===== config.mk =====
export PLATFORM = sky130hd
export DESIGN_NAME = rx_silo
export DESIGN_NICKNAME = d
export VERILOG_FILES = /design/src/rtl/rx_silo_pkg.sv /design/src/rtl/rx_silo_ram.sv /design/src/rtl/rx_silo_ctrl.sv /design/src/rtl/rx_silo_alarm.sv /design/src/rtl/rx_silo.sv
export SDC_FILE = /design/constraint.sdc
export NUM_CORES = 1
export LEC_CHECK = 0
export BUFFER_PORTS_ARGS = -buffer_cell sky130_fd_sc_hd__buf_2
export CAP_MARGIN = 10
export CORE_MARGIN = 5
export CORE_UTILIZATION = 35
export DETAILED_ROUTE_END_ITERATION = 8
export SKIP_CTS_REPAIR_TIMING = 1
export SLEW_MARGIN = 40
export SYNTH_ARGS = -nofsm -noshare
export SYNTH_HDL_FRONTEND = slang
export SYNTH_SLANG_ARGS = --single-unit

===== constraint.sdc =====
create_clock -name clk -period 4.1 [get_ports clk]
set_input_delay 0 -clock clk [delete_from_list [all_inputs] [get_ports clk]]
set_output_delay 0 -clock clk [all_outputs]
set_load 0.05 [all_outputs]

===== src/rtl/rx_silo_pkg.sv =====
package rx_silo_pkg;
  localparam int CHAR_W = 8;
  localparam int LINE_W = 3;
  localparam int WORD_W = 16;

  typedef struct packed {
    logic              ovr;
    logic              ferr;
    logic              perr;
    logic [LINE_W-1:0] line;
    logic [CHAR_W-1:0] chr;
  } silo_entry_t;

  localparam int ENTRY_W = $bits(silo_entry_t);

  function automatic logic [WORD_W-1:0] to_word(input silo_entry_t e);
    return {1'b1, e.ovr, e.ferr, e.perr, 1'b0, e.line, e.chr};
  endfunction
endpackage


===== src/rtl/rx_silo_ram.sv =====
module rx_silo_ram #(
  parameter int DEPTH = 64,
  parameter int W     = 14,
  localparam int AW   = $clog2(DEPTH)
) (
  input  logic          clk,
  input  logic          we,
  input  logic [AW-1:0] waddr,
  input  logic [W-1:0]  wdata,
  input  logic          re,
  input  logic [AW-1:0] raddr,
  output logic [W-1:0]  rdata
);
  logic [W-1:0] mem [DEPTH];

  // Synchronous write and read-before-write read port, block RAM friendly.
  always_ff @(posedge clk) begin
    if (we) mem[waddr] <= wdata;
    if (re) rdata <= mem[raddr];
  end
endmodule


===== src/rtl/rx_silo_ctrl.sv =====
module rx_silo_ctrl #(
  parameter int DEPTH  = 64,
  localparam int AW    = $clog2(DEPTH),
  localparam int CNT_W = AW + 1
) (
  input  logic          clk,
  input  logic          rst,
  input  logic          push,
  input  logic          pop,
  output logic          push_ok,
  output logic          pop_ok,
  output logic [AW-1:0] wr_ptr,
  output logic [AW-1:0] rd_ptr,
  output logic          ovr_tag,
  output logic          empty,
  output logic          nonempty_n,
  output logic          done_q
);
  logic [CNT_W-1:0] cnt_q, cnt_n;
  logic             full;

  assign empty   = (cnt_q == '0);
  assign full    = (cnt_q == CNT_W'(DEPTH));
  assign pop_ok  = pop && !empty;
  // A full silo still accepts a character when the same cycle frees a slot.
  assign push_ok = push && (!full || pop_ok);

  always_comb begin
    cnt_n = cnt_q;
    if (push_ok && !pop_ok) cnt_n = cnt_q + CNT_W'(1);
    else if (pop_ok && !push_ok) cnt_n = cnt_q - CNT_W'(1);
  end
  assign nonempty_n = (cnt_n != '0);

  always_ff @(posedge clk) begin
    if (rst) begin
      cnt_q   <= '0;
      wr_ptr  <= '0;
      rd_ptr  <= '0;
      ovr_tag <= 1'b0;
      done_q  <= 1'b0;
    end else begin
      cnt_q  <= cnt_n;
      done_q <= nonempty_n;
      if (push_ok) wr_ptr <= wr_ptr + AW'(1);
      if (pop_ok)  rd_ptr <= rd_ptr + AW'(1);
      if (push_ok)   ovr_tag <= 1'b0;
      else if (push) ovr_tag <= 1'b1;
    end
  end

  p_no_overflow_r1: assert property (@(posedge clk) disable iff (rst)
    cnt_q <= CNT_W'(DEPTH));

  p_ptr_gap_r1: assert property (@(posedge clk) disable iff (rst)
    AW'(wr_ptr - rd_ptr) == cnt_q[AW-1:0]);

  p_drop_marks_r2: assert property (@(posedge clk) disable iff (rst)
    (push && full && !pop) |=> ovr_tag);

  p_pair_keeps_count_r10: assert property (@(posedge clk) disable iff (rst)
    (push && pop && !empty) |=> $stable(cnt_q));
endmodule


===== src/rtl/rx_silo_alarm.sv =====
module rx_silo_alarm #(
  parameter int ALARM_AT = 16,
  localparam int CW      = $clog2(ALARM_AT + 1)
) (
  input  logic clk,
  input  logic rst,
  input  logic store,
  input  logic rd,
  output logic flag_n,
  output logic flag_q
);
  logic [CW-1:0] cnt_q, base, cnt_n;

  always_comb begin
    base  = rd ? '0 : cnt_q;
    cnt_n = base;
    if (store && base < CW'(ALARM_AT)) cnt_n = base + CW'(1);
  end
  assign flag_n = (cnt_n >= CW'(ALARM_AT));

  always_ff @(posedge clk) begin
    if (rst) begin
      cnt_q  <= '0;
      flag_q <= 1'b0;
    end else begin
      cnt_q  <= cnt_n;
      flag_q <= flag_n;
    end
  end

  p_alarm_at_threshold_r7: assert property (@(posedge clk) disable iff (rst)
    flag_q |-> (cnt_q == CW'(ALARM_AT)));

  p_alarm_hold_r8: assert property (@(posedge clk) disable iff (rst)
    (flag_q && !rd) |=> flag_q);

  p_read_restarts_r8: assert property (@(posedge clk) disable iff (rst)
    rd |=> (cnt_q <= CW'(1)));
endmodule


===== src/rtl/rx_silo.sv =====
module rx_silo
  import rx_silo_pkg::*;
#(
  parameter int DEPTH    = 64,
  parameter int ALARM_AT = 16,
  localparam int AW      = $clog2(DEPTH)
) (
  input  logic              clk,
  input  logic              rst,
  input  logic              soft_clr,
  input  logic              push_valid,
  input  logic [LINE_W-1:0] push_line,
  input  logic [CHAR_W-1:0] push_char,
  input  logic              push_ferr,
  input  logic              push_perr,
  input  logic              rd_strobe,
  input  logic              alarm_en,
  input  logic              rx_ie,
  output logic [WORD_W-1:0] rd_word,
  output logic              rx_done,
  output logic              irq
);
  logic          clr;
  logic          push_ok, pop_ok, ovr_tag, empty, nonempty_n;
  logic [AW-1:0] wr_ptr, rd_ptr;
  logic          alarm_n, alarm_q;
  logic          valid_q, irq_q;
  silo_entry_t   wr_entry;
  logic [ENTRY_W-1:0] ram_q;

  assign clr = rst || soft_clr;

  assign wr_entry = '{ovr: ovr_tag, ferr: push_ferr, perr: push_perr,
                      line: push_line, chr: push_char};

  rx_silo_ctrl #(.DEPTH(DEPTH)) u_ctrl (
    .clk(clk), .rst(clr), .push(push_valid), .pop(rd_strobe),
    .push_ok(push_ok), .pop_ok(pop_ok), .wr_ptr(wr_ptr), .rd_ptr(rd_ptr),
    .ovr_tag(ovr_tag), .empty(empty), .nonempty_n(nonempty_n), .done_q(rx_done)
  );

  rx_silo_ram #(.DEPTH(DEPTH), .W(ENTRY_W)) u_ram (
    .clk(clk), .we(push_ok), .waddr(wr_ptr), .wdata(wr_entry),
    .re(pop_ok), .raddr(rd_ptr), .rdata(ram_q)
  );

  rx_silo_alarm #(.ALARM_AT(ALARM_AT)) u_alarm (
    .clk(clk), .rst(clr), .store(push_ok), .rd(rd_strobe),
    .flag_n(alarm_n), .flag_q(alarm_q)
  );

  always_ff @(posedge clk) begin
    if (clr) begin
      valid_q <= 1'b0;
      irq_q   <= 1'b0;
    end else begin
      if (rd_strobe) valid_q <= pop_ok;
      irq_q <= rx_ie && (alarm_en ? alarm_n : nonempty_n);
    end
  end

  // The RAM output holds a stale entry after an empty read; the valid bit masks it.
  assign rd_word = valid_q ? to_word(silo_entry_t'(ram_q)) : '0;
  assign irq     = irq_q;

  p_empty_read_r4: assert property (@(posedge clk) disable iff (rst)
    (rd_strobe && empty) |=> (rd_word == '0));

  p_done_tracks_fill_r5: assert property (@(posedge clk) disable iff (rst)
    rx_done == !empty);

  p_irq_per_char_r6: assert property (@(posedge clk) disable iff (rst)
    (!alarm_en && rx_ie) |=> (irq == rx_done));

  p_irq_alarm_r7: assert property (@(posedge clk) disable iff (rst)
    (alarm_en && !soft_clr) |=> (irq == ($past(rx_ie) && alarm_q)));

  p_clear_r9: assert property (@(posedge clk) disable iff (rst)
    soft_clr |=> (!rx_done && !irq && rd_word == '0));
endmodule


# --- Word-level counts from Yosys, hierarchy flattened ---
# Memory sizes are Yosys's and may differ from the RTL's. A register that Yosys moved wholly into a read port is not among the register bits.
# Cells that the tools add are included.
totals:
  ff_bits: 28
  mem_bits_rw: 896
  inputBits: 20
  out_inout_bits: 18
  word_cells: 40
  n_memories: 1
op_classes:
  addsub: 5
  n_lt_le_gt_ge: 2
  n_eq_ne: 1
  mux: 8
  reduce_logical: 15
mem_list:
  columns: ["name", "words", "word_bits", "rd", "rd_ports_with_merged_regs", "write_ports", "line_no", "rtl"]
  rows:
  - ["u_ram.mem", 64, 14, 1, 1, 1, "rx_silo_ram.sv:14", "logic [W-1:0] mem [DEPTH];"]
op_table:
  columns: ["op", "count"]
  rows:
  - ["$mux W16", 1]
  - ["$mux W7", 2]
  - ["$add A6 B1 Y6 const B", 2]
  - ["$mux W5", 2]
  - ["$add A7 B1 Y7 const B", 1]
  - ["$eq A7 B7 Y1 const B", 1]
  - ["$logic_not A7 Y1", 1]
  - ["$reduce_bool A7 Y1", 1]
  - ["$sub A7 B1 Y7 const B", 1]
  - ["$logic_and A1 B1 Y1", 6]
  - ["$add A5 B1 Y5 const B", 1]
  - ["$ge A5 B5 Y1 const B", 1]
  - ["$lt A5 B5 Y1 const B", 1]
  - ["$logic_not A1 Y1", 4]
  - ["$mux W1", 3]
  - ["$logic_or A1 B1 Y1", 2]
  - ["$reduce_or A2 Y1", 1]

# --- Longest topological paths before layout ---
# Gate-level depths: netlist (run 1).
logic_depth:
  word_depth: 12
  mapped_depth: 9
  mapped_depth_nobuf: 8

# --- Modules after synthesis ---
# Synthesis (run 1) repeated with hierarchy kept, for this count alone.
unflattened:
  cells_unflattened: 1758
  hier_area_um2: 36662.7
by_module_without_submodules:
  columns: ["mod", "instances", "cells_per_inst", "area_per_inst_um2", "seq_area_each_um2"]
  rows:
  - ["rx_silo_ram", 1, 1571, 35018.6, 27326.2]
  - ["rx_silo_ctrl", 1, 133, 1194.9, 420.4]
  - ["rx_silo_alarm", 1, 29, 252.7, 100.1]
  - ["rx_silo", 1, 25, 196.4, 40.0]

# --- Least setup slack after synthesis (run 1) ---
# Ideal clock, no wire load.
synth_timing:
  path_type: "register -> register"
  startpoint: "register u_ctrl.cnt_q[0]"
  endpoint: "memory u_ram.mem[59][0] (enable)"
  setup_time_ns: 0.384
  t_arrival_ns: 2.355
  required_ns: 3.716
  setup_slack_ns: 1.361
  stages_incl_launch_ff: 10
  path_buffers: 1
  synth_period_minus_slack_ns: 2.739
  path_cell_list: "dfxtp_1 -> inv_1 -> ha_1 -> nor4b_1 -> buf_2 -> nand3_1 -> o21ai_1 -> nor2_1 -> nand3_1 -> nor2_1"
synth_via:
  elab_chain_cells: 7
  word_cells_on_any_way: 9
  classes_between: "1 x eq/ne; 2 x mux; 6 x reduce/logical"
synth_lines:
  columns: ["element", "line_no", "rtl"]
  rows:
  - ["start, declared", "rx_silo_ctrl.sv:19", "logic [CNT_W-1:0] cnt_q, cnt_n;"]
  - ["start signal, assigned", "rx_silo_ctrl.sv:43", "cnt_q <= cnt_n;"]
  - ["$logic_not A7 Y1", "rx_silo_ctrl.sv:22", "assign empty = (cnt_q == '0);"]
  - ["$logic_not A1 Y1", "rx_silo_ctrl.sv:24", "assign pop_ok = pop && !empty;"]
  - ["$logic_and A1 B1 Y1", "rx_silo_ctrl.sv:24", null]
  - ["$logic_or A1 B1 Y1 *", "rx_silo_ctrl.sv:26", "assign push_ok = push && (!full || pop_ok);"]
  - ["$logic_and A1 B1 Y1 *", "rx_silo_ctrl.sv:26", null]
  - ["$mux W1 *", "rx_silo_ram.sv:18", "if (we) mem[waddr] <= wdata;"]
  - ["$mux W1 (not written as such) *", "rx_silo_ram.sv:18", null]
  - ["end, declared", "rx_silo_ram.sv:14", null]
# Every way passes the cells marked *; elsewhere a longest branch is shown, timed or not.

# --- Worst setup path in the final report (run 1) ---
layout_timing:
  startpoint: "register u_ctrl.cnt_q[0]"
  endpoint: "register irq_q, in the netlist irq"
layout_via:
  elab_chain_cells: 12
  word_cells_on_any_way: 21
  classes_between: "2 x add/sub; 1 x order compare; 1 x eq/ne; 4 x mux; 13 x reduce/logical"
layout_lines:
  columns: ["element", "line_no", "rtl"]
  rows:
  - ["branches (longest 10 deep; another with $ge A5 B5 Y1)", null, null]
  - ["$mux W1 *", "rx_silo.sv:58", "irq_q <= rx_ie && (alarm_en ? alarm_n : nonempty_n);"]
  - ["$logic_and A1 B1 Y1 *", "rx_silo.sv:58", null]
  - ["end signal, assigned", "rx_silo.sv:58", null]
  - ["end, declared", "rx_silo.sv:27", "logic valid_q, irq_q;"]
# Mark *: on every way between the ends.
# A chain may end at the register's enable or synchronous reset.

==> results of run 1 <==
-- final timing paths --
check	slack, ns	endpoint	start
min	0.03	u_alarm.cnt_q[0]$_SDFF_PP0_	rst
max	0.77	irq$_SDFF_PP0_	u_ctrl.cnt_q[0]$_SDFF_PP0_
min reg2reg	0.58	u_alarm.cnt_q[3]$_SDFF_PP0_	u_alarm.cnt_q[3]$_SDFF_PP0_
max reg2reg	0.77	irq$_SDFF_PP0_	u_ctrl.cnt_q[0]$_SDFF_PP0_
-- logic make-up (layout without fill, tap and decap cells) --
group / Yosys count / in the layout / synth area share, %
buf+inv: 108 / 327 / 1.45
compound gates: 81 / 81 / 1.50
other cells: 1 / 2 / 0.0102
mux: 309 / 309 / 17.4
fa+ha+maj: 6 / 6 / 0.205
simple gates: 212 / 212 / 2.86
xor+xnor: 15 / 15 / 0.359
flops: 938 / 938 / 76.2
-- flip-flops by register name (all words and copies together) (netlist names) --
register,flops
u_ctrl.ovr_tag,1
u_ram.mem,896
u_ram.rdata,14
valid_q,1
u_ctrl.done_q,1
irq,1
u_alarm.cnt_q,5
u_ctrl.wr_ptr,6
u_ctrl.cnt_q,7
u_ctrl.rd_ptr,6
-- power by group --
part           leakage [nW]  switching, mW  internal, mW  total [mW]
combinational          2.78          0.420         0.244       0.663
sequential             8.38         0.0332          10.5        10.6
clock                  1.39           3.50          4.56        8.06
-- layer usage --
metal	vias up	share of wire (%)	track usage, %
li1	7284	-	-
met1	9366	43	21.7
met2	630	47	23.7
met3	118	6.7	2.94
met4	0	2.9	5.11
met5	-	0	0
-- final cells by class --
| class | count | area [µm²] | share of cell area, % |
|---|---|---|---|
| Antenna cell | 1 | 2.50 | 0.00595 |
| Tap cell | 1380 | 1730 | 4.11 |
| Clock buffer | 106 | 2350 | 5.60 |
| Inverter | 6 | 22.5 | 0.0536 |
| Multi-Input combinational cell | 624 | 8240 | 19.6 |
| Sequential cell | 938 | 27900 | 66.4 |
| Clock inverter | 58 | 505 | 1.20 |
| Timing Repair Buffer | 157 | 1270 | 3.02 |
-- cell usage in the layout, fill, tap and decap left out, types with 13 or more instances in the layout --
cell type  synthesis  final
o21ai_0           14     14
a21oi_1           15     14
buf_2             24     34
buf_4             15    100
clkinv_2           0     13
and2_1            18     18
mux4_2           263    263
nand3_1           13     13
edfxtp_1         910    910
mux2i_1           46     46
nand2_1           29     29
dfxtp_1           28     21
nor2_1            98     91
clkbuf_1          45     13
clkbuf_16          0     91
a22oi_1           13     13
clkinv_1           0     22
-- per-stage QoR --
stage               area, µm²  setup WS, ns  std cells  hold slack, ns
detailed placement      39000         0.874       3092           0.219
global placement        39000         0.775       3092           0.209
global route            42000         0.623       3269          0.0357
CTS                     41900         0.853       3256          -0.481
finish                  42000         0.770       3270          0.0285
floorplan               36600          1.36       1670          0.0989
-- worst reg2reg max path, delay by kind of cell (launching register included) --
kind | cells | cell delay, ns
buf+inv | 2 | 0.70
fa+ha+maj | 1 | 0.20
compound gates | 3 | 0.43
flops | 1 | 0.40
simple gates | 3 | 1.52
==> metrics.txt, run 1 <==
outcome completed; Final Power between 15 and 20 mW; DR pass1 iterations 5; Static Leak 12.6 nW; gr usage total 15.2%; syn_nets about 1700; top-area cell type share of the netlist area 74.6%; Mapped Cells 1670; final worst path period share 81.2%; # fillers just over 9000; CP delay by family, top simple AND/OR/NAND/NOR gates; WS Path Type reg2reg; die height 333 µm; Final setup viols 0; number of synthesized flops with an enable pin 910; Worst Hold Class in2reg; Initial DRC Count 2212; Crit Path Max Fanout 10; Core Rows 118; CORE AREA just over 100000 µm²; Worst Path Required 4.63 ns; post-layout util 40.5%; CTS sink count 938; CTS Buf Count 90; CTS max path bufs 3; post-synthesis register bit count between 900 and 1000; Most used DFF post-synth edfxtp_1; power per cell area 459 nW/µm²; CP peak stage delay 0.56 ns; Worst-path clk slew about 0.060 ns; Initial Utilization 35.3%; initial antenna violation count 3; most frequent cell after synthesis edfxtp_1; fmax 0.300 GHz; worst-path cell chain inv_1 -> ha_1 -> or4b_1 -> o21ai_1 -> o21ai_0 -> nor4_1 -> nor4b_2 -> o31ai_1 -> dlygate4sd3_1; Final Hold Fails 0; total negative slack 0 ns; area delta synth->final 14.8%; sequential area share after synthesis 76.2%; slew margin rel. 44.2%; largest area contributor in the netlist edfxtp_1; Yosys Warn Count 0; first-pass GRT wire length 125000 µm; Crit path buffers/inverters 2; depth of the worst register-to-register path 9; I/O pin count 38; top post-synthesis cells by count 910 x edfxtp_1, 263 x mux4_2, 98 x nor2_1, 46 x mux2i_1, 45 x clkbuf_1; Worst Tran Pin Value between 0.8 and 0.9 ns; RSZ-0062 raised after global routing no; crit path time final 3.33 ns; IO buf count 36; largest net degree at the start of global routing 65; Die Width 333 µm; via count around 17000; HPWL Detailed 50900 µm; slowest library cell on the worst path or4b_1; total congestion overflow 0; layout cells sized above 1 29.7%; logic depth of the worst path, buffers included 9; vias in the first global route 17700; Slew Limit Fails 0; final WL 85400 µm; synthesized cell area 36600 µm²; Avg Cell Area, Syn 21.9 µm²; asr flop ratio synth 0%; RePlAce Congestion 0.823; DR vias/cell between 5 and 6; Hold Crit Depth 3; Final ANT Viol Nets 0; Synth cell types 57; top cells by area, synth edfxtp_1 75%, mux4_2 16%, dfxtp_1 1.5%; H-tree level count 3; Crit. End Element flip-flop; VDD IR max 0.000264 V; Routed wire per std cell 26.1 µm; CTS tree done; Worst-Skew Late Latency 0.65 ns; Max-Cap Viols 0; CP Launch Type flip-flop; die area 111000 µm²; clk_skew ~0.024 ns; Root Driver clkbuf_16; critical path data arrival time just under 4 ns; DRC 0; Final nets 1843
No activity file was read; power rests on OpenSTA's default activity.
==> run 2, diff against run 1 <==
--- a/config.mk
+++ b/config.mk
@@ -5,6 +5,7 @@
 export SDC_FILE = /design/constraint.sdc
 export NUM_CORES = 1
 export LEC_CHECK = 0
+export ABC_AREA = 1
 export BUFFER_PORTS_ARGS = -buffer_cell sky130_fd_sc_hd__buf_2
 export CAP_MARGIN = 10
 export CORE_MARGIN = 5
==> constraint.sdc (replaced) <==
create_clock -name clk -period 2.9 [get_ports clk]
set_input_delay 0 -clock clk [delete_from_list [all_inputs] [get_ports clk]]
set_output_delay 0 -clock clk [all_outputs]
set_load 0.05 [all_outputs]
==> run 2 against run 1 <==
Net effect: combinational power increased by 150%; non-clock buffer count increased by 64; critical endpoint unchanged; count of clock-buffer cells in the layout increased by 15; clock power increased by 50%; highest routed layer is now met5; cell area increased by 2.2%; first-iteration DRC count increased by 3.3%; global-route usage increased by 2.5 points; cell count increased by 36%; clock skew increased by 0.0020 ns; die area increased by 1.3%.
==> metrics.txt, run 2 <==
Synth cell types 36; CTS sink count 938; CP Launch Type flip-flop; final std cells w/o fill 4439; antenna fix cells 0; vias in the first global route 22800; Top reg by flops u_ram.mem; area taken by multi-input logic gates just over 8000 µm²; DR pass1 iterations 6; largest area contributor in the netlist edfxtp_1; Avg Cell Area, Syn 13.1 µm²; I/O pin count 38; most frequent cell after synthesis edfxtp_1; HPWL Detailed 60800 µm; Crit Path Max Fanout 11; DR vias/cell roughly 5.4; Worst Tran Pin Value 0.857 ns; first-pass GRT wire length 151000 µm; total congestion overflow 0; Die Width 336 µm; Static Leak 14.0 nW; fmax 0.378 GHz; area delta synth->final 15.7%; reg2reg start u_ctrl.cnt_q[0]$_SDFF_PP0_; VDD IR max 0.000409 V; Yosys Warn Count 0; commonest non-fill, non-tap cell in the layout edfxtp_1; layout cells sized above 1 approximately 12%; post-synthesis register bit count 938; outcome completed; Root Driver clkbuf_16; IO buf count 36; Mapped Cells 2838; Design Area, Final 42900 µm²; post-layout util roughly 41%; CORE AREA about 110000 µm²; CTS Buf Count between 90 and 100; Final Hold Fails 0; syn_nets 2864; Largest regs u_ram.mem (896), u_ram.rdata (14), u_ctrl.cnt_q (7); sequential area share after synthesis 75.2%; top post-synthesis cells by count 910 x edfxtp_1, 537 x nor2_1, 454 x o21ai_0, 190 x nand2_1, 133 x o22ai_1; gr usage total 17.7%; Initial DRC Count 2285; slew margin rel. 42.8%; WS Path Type reg2reg; top cells by area, synth edfxtp_1 74%, o21ai_0 6.1%, nor2_1 5.4%; CTS max path bufs 3; final worst path period share 91.2%; Slew Limit Fails 0; DP Area 39700 µm²; top-area cell type share of the netlist area 73.6%; final WL 103000 µm; CTS tree done; Core Rows 119; RSZ-0062 raised after global routing no; asr flop ratio synth 0%; clk_skew 0.0260 ns; Worst Hold Class in2reg; total negative slack 0 ns; largest net degree at the start of global routing 127; power per cell area 667 nW/µm²; synthesized cell area 37100 µm²; Worst setup startpoint u_ctrl.cnt_q[0]$_SDFF_PP0_; Max-Cap Viols 0; Worst-path clk slew 0.06 ns; Worst Path Required around 3.5 ns; Final ANT Viol Nets 0; Worst-Skew Late Latency approximately 0.66 ns; sequential cell area 27900 µm²; Routed wire per std cell 23.2 µm; max FFs per register approximately 900; number of synthesized flops with an enable pin 910; # fillers 9680; Crit. End Element flip-flop; critical path data arrival time ~3.3 ns; dpl cells around 4200; DRC 0; die height 336 µm; most frequent cells in the layout 910 x edfxtp_1, 536 x nor2_1, 454 x o21ai_0; RePlAce Congestion ~0.85; die area roughly 110000 µm²; Final nets 2990; crit path time final around 2.6 ns; via count 24100; Most used DFF post-synth edfxtp_1; worst hold start push_char[1]; Final setup viols 0; H-tree level count 3; initial antenna violation count 2; Initial Utilization 35.3%
## run 2: cell types whose count changed after synthesis, sizes merged, moves of 46 or more
cell    before  now
o22ai        1  133
nand2       29  194
clkbuf      45  114
nand3       13  102
o21ai       16  466
inv          6   53
nor2        98  545
mux2i       46    0
o221ai       0   89
nand4        4   52
mux4       263    0
## run 2: worst paths after layout
kind                            endpoint  slack, ns  cells past startpoint
min           u_ram.mem[52][1]$_DFFE_PP_       0.02                      1
min reg2reg  u_alarm.cnt_q[1]$_SDFF_PP0_       0.47                      2
max reg2reg               irq$_SDFF_PP0_       0.26                     16
max                       irq$_SDFF_PP0_       0.26                     16
## run 2: report_power, final
part | leakage (nW) | switching, mW | internal [mW]
registers | 8.42 | 0.0438 | 14.9
logic | 4.10 | 1.20 | 0.431
clock network | 1.51 | 5.13 | 6.93
total | 14.0 | 6.37 | 22.3
## run 2: metal layers
layer / global-route usage, % / routed length (µm) / vias up / share of wire [%]
met4: 5.34 / 2980 / 4 / 2.9
met2: 28.9 / 48800 / 983 / 47
met3: 4.32 / 8680 / 174 / 8.4
li1: - / - / 10900 / -
met1: 23.6 / 42400 / 12000 / 41
met5: 0 / 27 / - / 0.026
## run 2: cell families after synthesis
group / count (synthesis) / synth area share, %
AO/OA/AOI/OAI: 738 / 11.5
buffers and inverters: 246 / 2.98
other: 1 / 0.0101
AND/OR/NAND/NOR: 904 / 10.1
XOR/XNOR: 5 / 0.118
flip-flops: 938 / 75.2
adder cells (fa/ha/maj): 6 / 0.202
## run 2: worst max-delay path, cell delays in order, from the launching register on
cell and delay (ns):
dfxtp_1 0.33, inv_1 0.17, ha_1 0.22, inv_1 0.05, nor2_1 0.16, nand2_1 0.08
nand2_1 0.17, buf_4 0.27, nand3_1 0.13, nand3_1 0.09, nand2_1 0.06, nand3_1 0.09
nor2_2 0.05, nand3_1 0.06, nand2_1 0.05, dlygate4sd3_1 0.55, inv_1 0.06
## run 2: final cells by class
cell class                 instances  area share [%]
timing repair buffer             221            4.35
clock buffer                     121            5.98
multi-input combinational       1654            18.9
tap                             1391            4.05
clock inverter                    61            1.21
inverter                          53           0.510
sequential                       938            65.0
## run 2: per-stage QoR
stage                     hold slack, ns  total power, mW  worst slack, ns
final                             0.0230             28.6            0.256
after global routing             0.00657             29.5           0.0215
after CTS                         -0.375             28.8            0.377
after detailed placement           0.308             16.8            0.378
after global placement             0.315             16.8            0.411
after floorplan                   0.0989             16.1            0.346
==> run 3, diff against run 2 <==
--- a/config.mk
+++ b/config.mk
@@ -5,14 +5,16 @@
 export SDC_FILE = /design/constraint.sdc
 export NUM_CORES = 1
 export LEC_CHECK = 0
-export ABC_AREA = 1
+export ABC_AREA = 0
 export BUFFER_PORTS_ARGS = -buffer_cell sky130_fd_sc_hd__buf_2
 export CAP_MARGIN = 10
 export CORE_MARGIN = 5
-export CORE_UTILIZATION = 35
+export CORE_UTILIZATION = 56
 export DETAILED_ROUTE_END_ITERATION = 8
+export PLACE_DENSITY = 0.75
 export SKIP_CTS_REPAIR_TIMING = 1
 export SLEW_MARGIN = 40
 export SYNTH_ARGS = -nofsm -noshare
 export SYNTH_HDL_FRONTEND = slang
+export SYNTH_HIERARCHICAL = 1
 export SYNTH_SLANG_ARGS = --single-unit
==> run 3 against run 2 <==
Net effect: cell area fell by 1.8%; sequential cell count did not move; routed wire length fell by 17%; fmax fell by 4.9%; worst setup slack got worse by 0.14 ns; via count fell by 22%; hold slack improved by 0.059 ns; utilization rose by 24 points; register-to-register slack got worse by 0.14 ns; clock power barely moved; synthesized cell count fell by 38%; largest cell class unchanged.
==> metrics.txt, run 3 <==
most frequent cells in the layout 910 x edfxtp_1, 224 x mux4_2, 147 x buf_4; final WL 85100 µm; crit path time final 2.78 ns; CORE AREA 64700 µm²; Largest regs u_ram/mem (896), u_ram/rdata (14), u_ctrl/cnt_q (7); Static Leak 13.2 nW; layout cells sized above 1 30.0%; Worst-path clk slew roughly 0.06 ns; worst-path cell chain buf_4 -> mux4_2 -> mux2i_1 -> a21oi_1 -> a22o_1; post-synthesis register bit count 938; Crit path buffers/inverters 1; via count between 15000 and 20000; Initial DRC Count 2212; first-pass GRT wire length 125000 µm; I/O pin count 38; Final nets 2005; worst hold start push_char[2]; VDD IR max 0.000796 V; number of synthesized flops with an enable pin 910; total congestion overflow 0; antenna fix cells 0; Worst Path Required 3.29 ns; depth of the worst register-to-register path 5; Final Power 28.0 mW; max FFs per register 896; DRC 0; top-area cell type share of the netlist area 74.5%; Worst Hold Class in2reg; DR pass1 iterations 5; CP Launch Type flip-flop; Mapped Cells approximately 1800; Root Driver clkbuf_16; top post-synthesis cells by count 910 x edfxtp_1, 224 x mux4_2, 107 x nor2_1, 46 x nand2_1, 32 x clkbuf_1; CTS Buf Count 92; largest net degree at the start of global routing 65; IO buf count 36; Crit. End Element flip-flop; CTS tree done; hold slack 0.0820 ns; final std cells w/o fill approximately 2900; Final setup viols 0; top cells by area, synth edfxtp_1 75%, mux4_2 14%, dfxtp_1 1.5%; Die Width 266 µm; Final ANT Viol Nets 0; RSZ-0062 raised after global routing no; outcome completed; critical path data arrival time 3.17 ns; DR vias/cell roughly 6.4; slowest library cell on the worst path dfxtp_4; synthesized cell area 36700 µm²; final worst path period share a little over nine tenths; Hold Crit Depth 2; sequential area share after synthesis around 76%; H-tree level count 3; Routed wire per std cell 29.3 µm; CTS sink count 938; area delta synth->final 15.1%; CTS max path bufs 3; CP peak stage delay between 0.5 and 0.6 ns; Avg Cell Area, Syn 20.9 µm²; FF-to-FF setup slack 0.12 ns; post-layout util 65.2%; Slew Limit Fails 0; most frequent cell after synthesis edfxtp_1; clk_skew 0.0285 ns; WS Path Type reg2reg; Core Rows 93; commonest non-fill, non-tap cell in the layout edfxtp_1; largest area contributor in the netlist edfxtp_1; slew margin rel. 29.9%; syn_nets 1784; R2R Path End u_ram/rdata[8]$_DFFE_PP_; reg2reg start u_ctrl/rd_ptr[0]$_SDFFE_PP0N_; Initial Utilization 56.7%; gr usage total roughly a quarter; Worst Tran Pin Value between 1 and 1.5 ns; asr flop ratio synth 0%; power per cell area approximately 660 nW/µm²; Final Hold Fails 0; initial antenna violation count 4; fmax 0.359 GHz; dpl cells 2718; Most used DFF post-synth edfxtp_1; HPWL Detailed 51500 µm; Yosys Warn Count 6; CP delay by family, top multiplexers; Worst-Skew Late Latency 0.64 ns; Max-Cap Viols 0; Worst Hold End u_ram/mem[46][2]$_DFFE_PP_; die area 70700 µm²; RePlAce Congestion 0.851; Top reg by flops u_ram/mem; die height between 200 and 300 µm; vias in the first global route between 15000 and 20000; Crit Path Max Fanout 20; Synth cell types 65
-- run 3: cell types whose count changed after synthesis, moves of 22 or more --
| cell | before | now |
|---|---|---|
| inv_1 | 44 | 5 |
| nand2b_1 | 0 | 22 |
| clkbuf_1 | 112 | 32 |
| nor2b_1 | 0 | 26 |
| o21ai_0 | 454 | 26 |
| mux4_2 | 0 | 224 |
| nand3_1 | 101 | 10 |
| nand4_1 | 52 | 12 |
| mux2i_1 | 0 | 25 |
| nor2_1 | 537 | 107 |
| o22ai_1 | 133 | 13 |
| nand2_1 | 190 | 46 |
| o221ai_1 | 89 | 17 |
-- run 3: per-layer routing --
metal	wire (µm)	share of wire, %	vias to the layer above	track usage (%)
met5	7	0.0082	-	0
met4	2410	2.8	2	6.75
met3	8140	9.6	162	4.30
met2	42200	50	1008	39.0
met1	32400	38	9761	34.4
li1	-	-	7747	-
-- run 3: how the worst max path moves through the flow --
stage                                  start                           to  slack, ns  cells after the start
6_report       u_ctrl/rd_ptr[0]$_SDFFE_PP0N_     u_ram/rdata[8]$_DFFE_PP_       0.12                      5
4_1_cts           u_ctrl/cnt_q[1]$_SDFF_PP0_  u_ram/mem[51][12]$_DFFE_PP_       0.09                     10
2_1_floorplan     u_ctrl/cnt_q[1]$_SDFF_PP0_   u_ram/mem[62][0]$_DFFE_PP_      -0.03                      8
3_3_place_gp   u_ctrl/rd_ptr[0]$_SDFFE_PP0N_     u_ram/rdata[1]$_DFFE_PP_       0.20                      8
3_5_place_dp      u_ctrl/cnt_q[1]$_SDFF_PP0_   u_ram/mem[63][6]$_DFFE_PP_       0.11                     10
5_1_grt        u_ctrl/rd_ptr[0]$_SDFFE_PP0N_     u_ram/rdata[3]$_DFFE_PP_      0.002                      7
-- run 3: area by class of cell --
cell class              instances  area (µm²)
flip-flops and latches        938       27900
inverters                       6        22.5
repair buffers                226        1980
multi-input cells             715        8200
clock buffers                 117        2480
clock inverters                52         541
fillers                      4109       22500
well taps                     855        1070
-- run 3: worst register-to-register path, stage by stage (launching register included) --
cell and delay (ns):
dfxtp_4 0.59, buf_4 0.46, mux4_2 0.59, mux2i_1 0.41
a21oi_1 0.24, a22o_1 0.26
-- run 3: stage by stage --
step / setup WS (ns) / area [µm²] / setup TNS, ns
after floorplan: -0.0314 / 36700 / -2.93
after global placement: 0.202 / 38900 / 0
after detailed placement: 0.110 / 38900 / 0
after CTS: 0.0904 / 41900 / 0
after global routing: 0.00164 / 42200 / 0
final: 0.118 / 42200 / 0
-- run 3: cell families (layout without fill, tap and decap cells) --
| family | count (synthesis) | in the layout | share of synthesized area, % |
|---|---|---|---|
| AOI/OAI and AO/OA | 160 | 160 | 3.09 |
| xor gates and xnor gates | 12 | 12 | 0.287 |
| adders and majority gates | 6 | 6 | 0.205 |
| buffers and inverters | 105 | 401 | 1.64 |
| DFF | 938 | 938 | 76.1 |
| muxes | 268 | 268 | 15.0 |
| other | 1 | 1 | 0.0102 |
| and+or+nand+nor | 268 | 268 | 3.67 |
-- run 3: power breakdown --
group	leakage, nW	switching, mW	total (mW)	internal (mW)
Combinational	3.22	0.701	1.16	0.463
Clock	1.48	4.90	11.9	7.01
Sequential	8.48	0.0456	15.0	14.9
Total	13.2	5.65	28.0	22.4
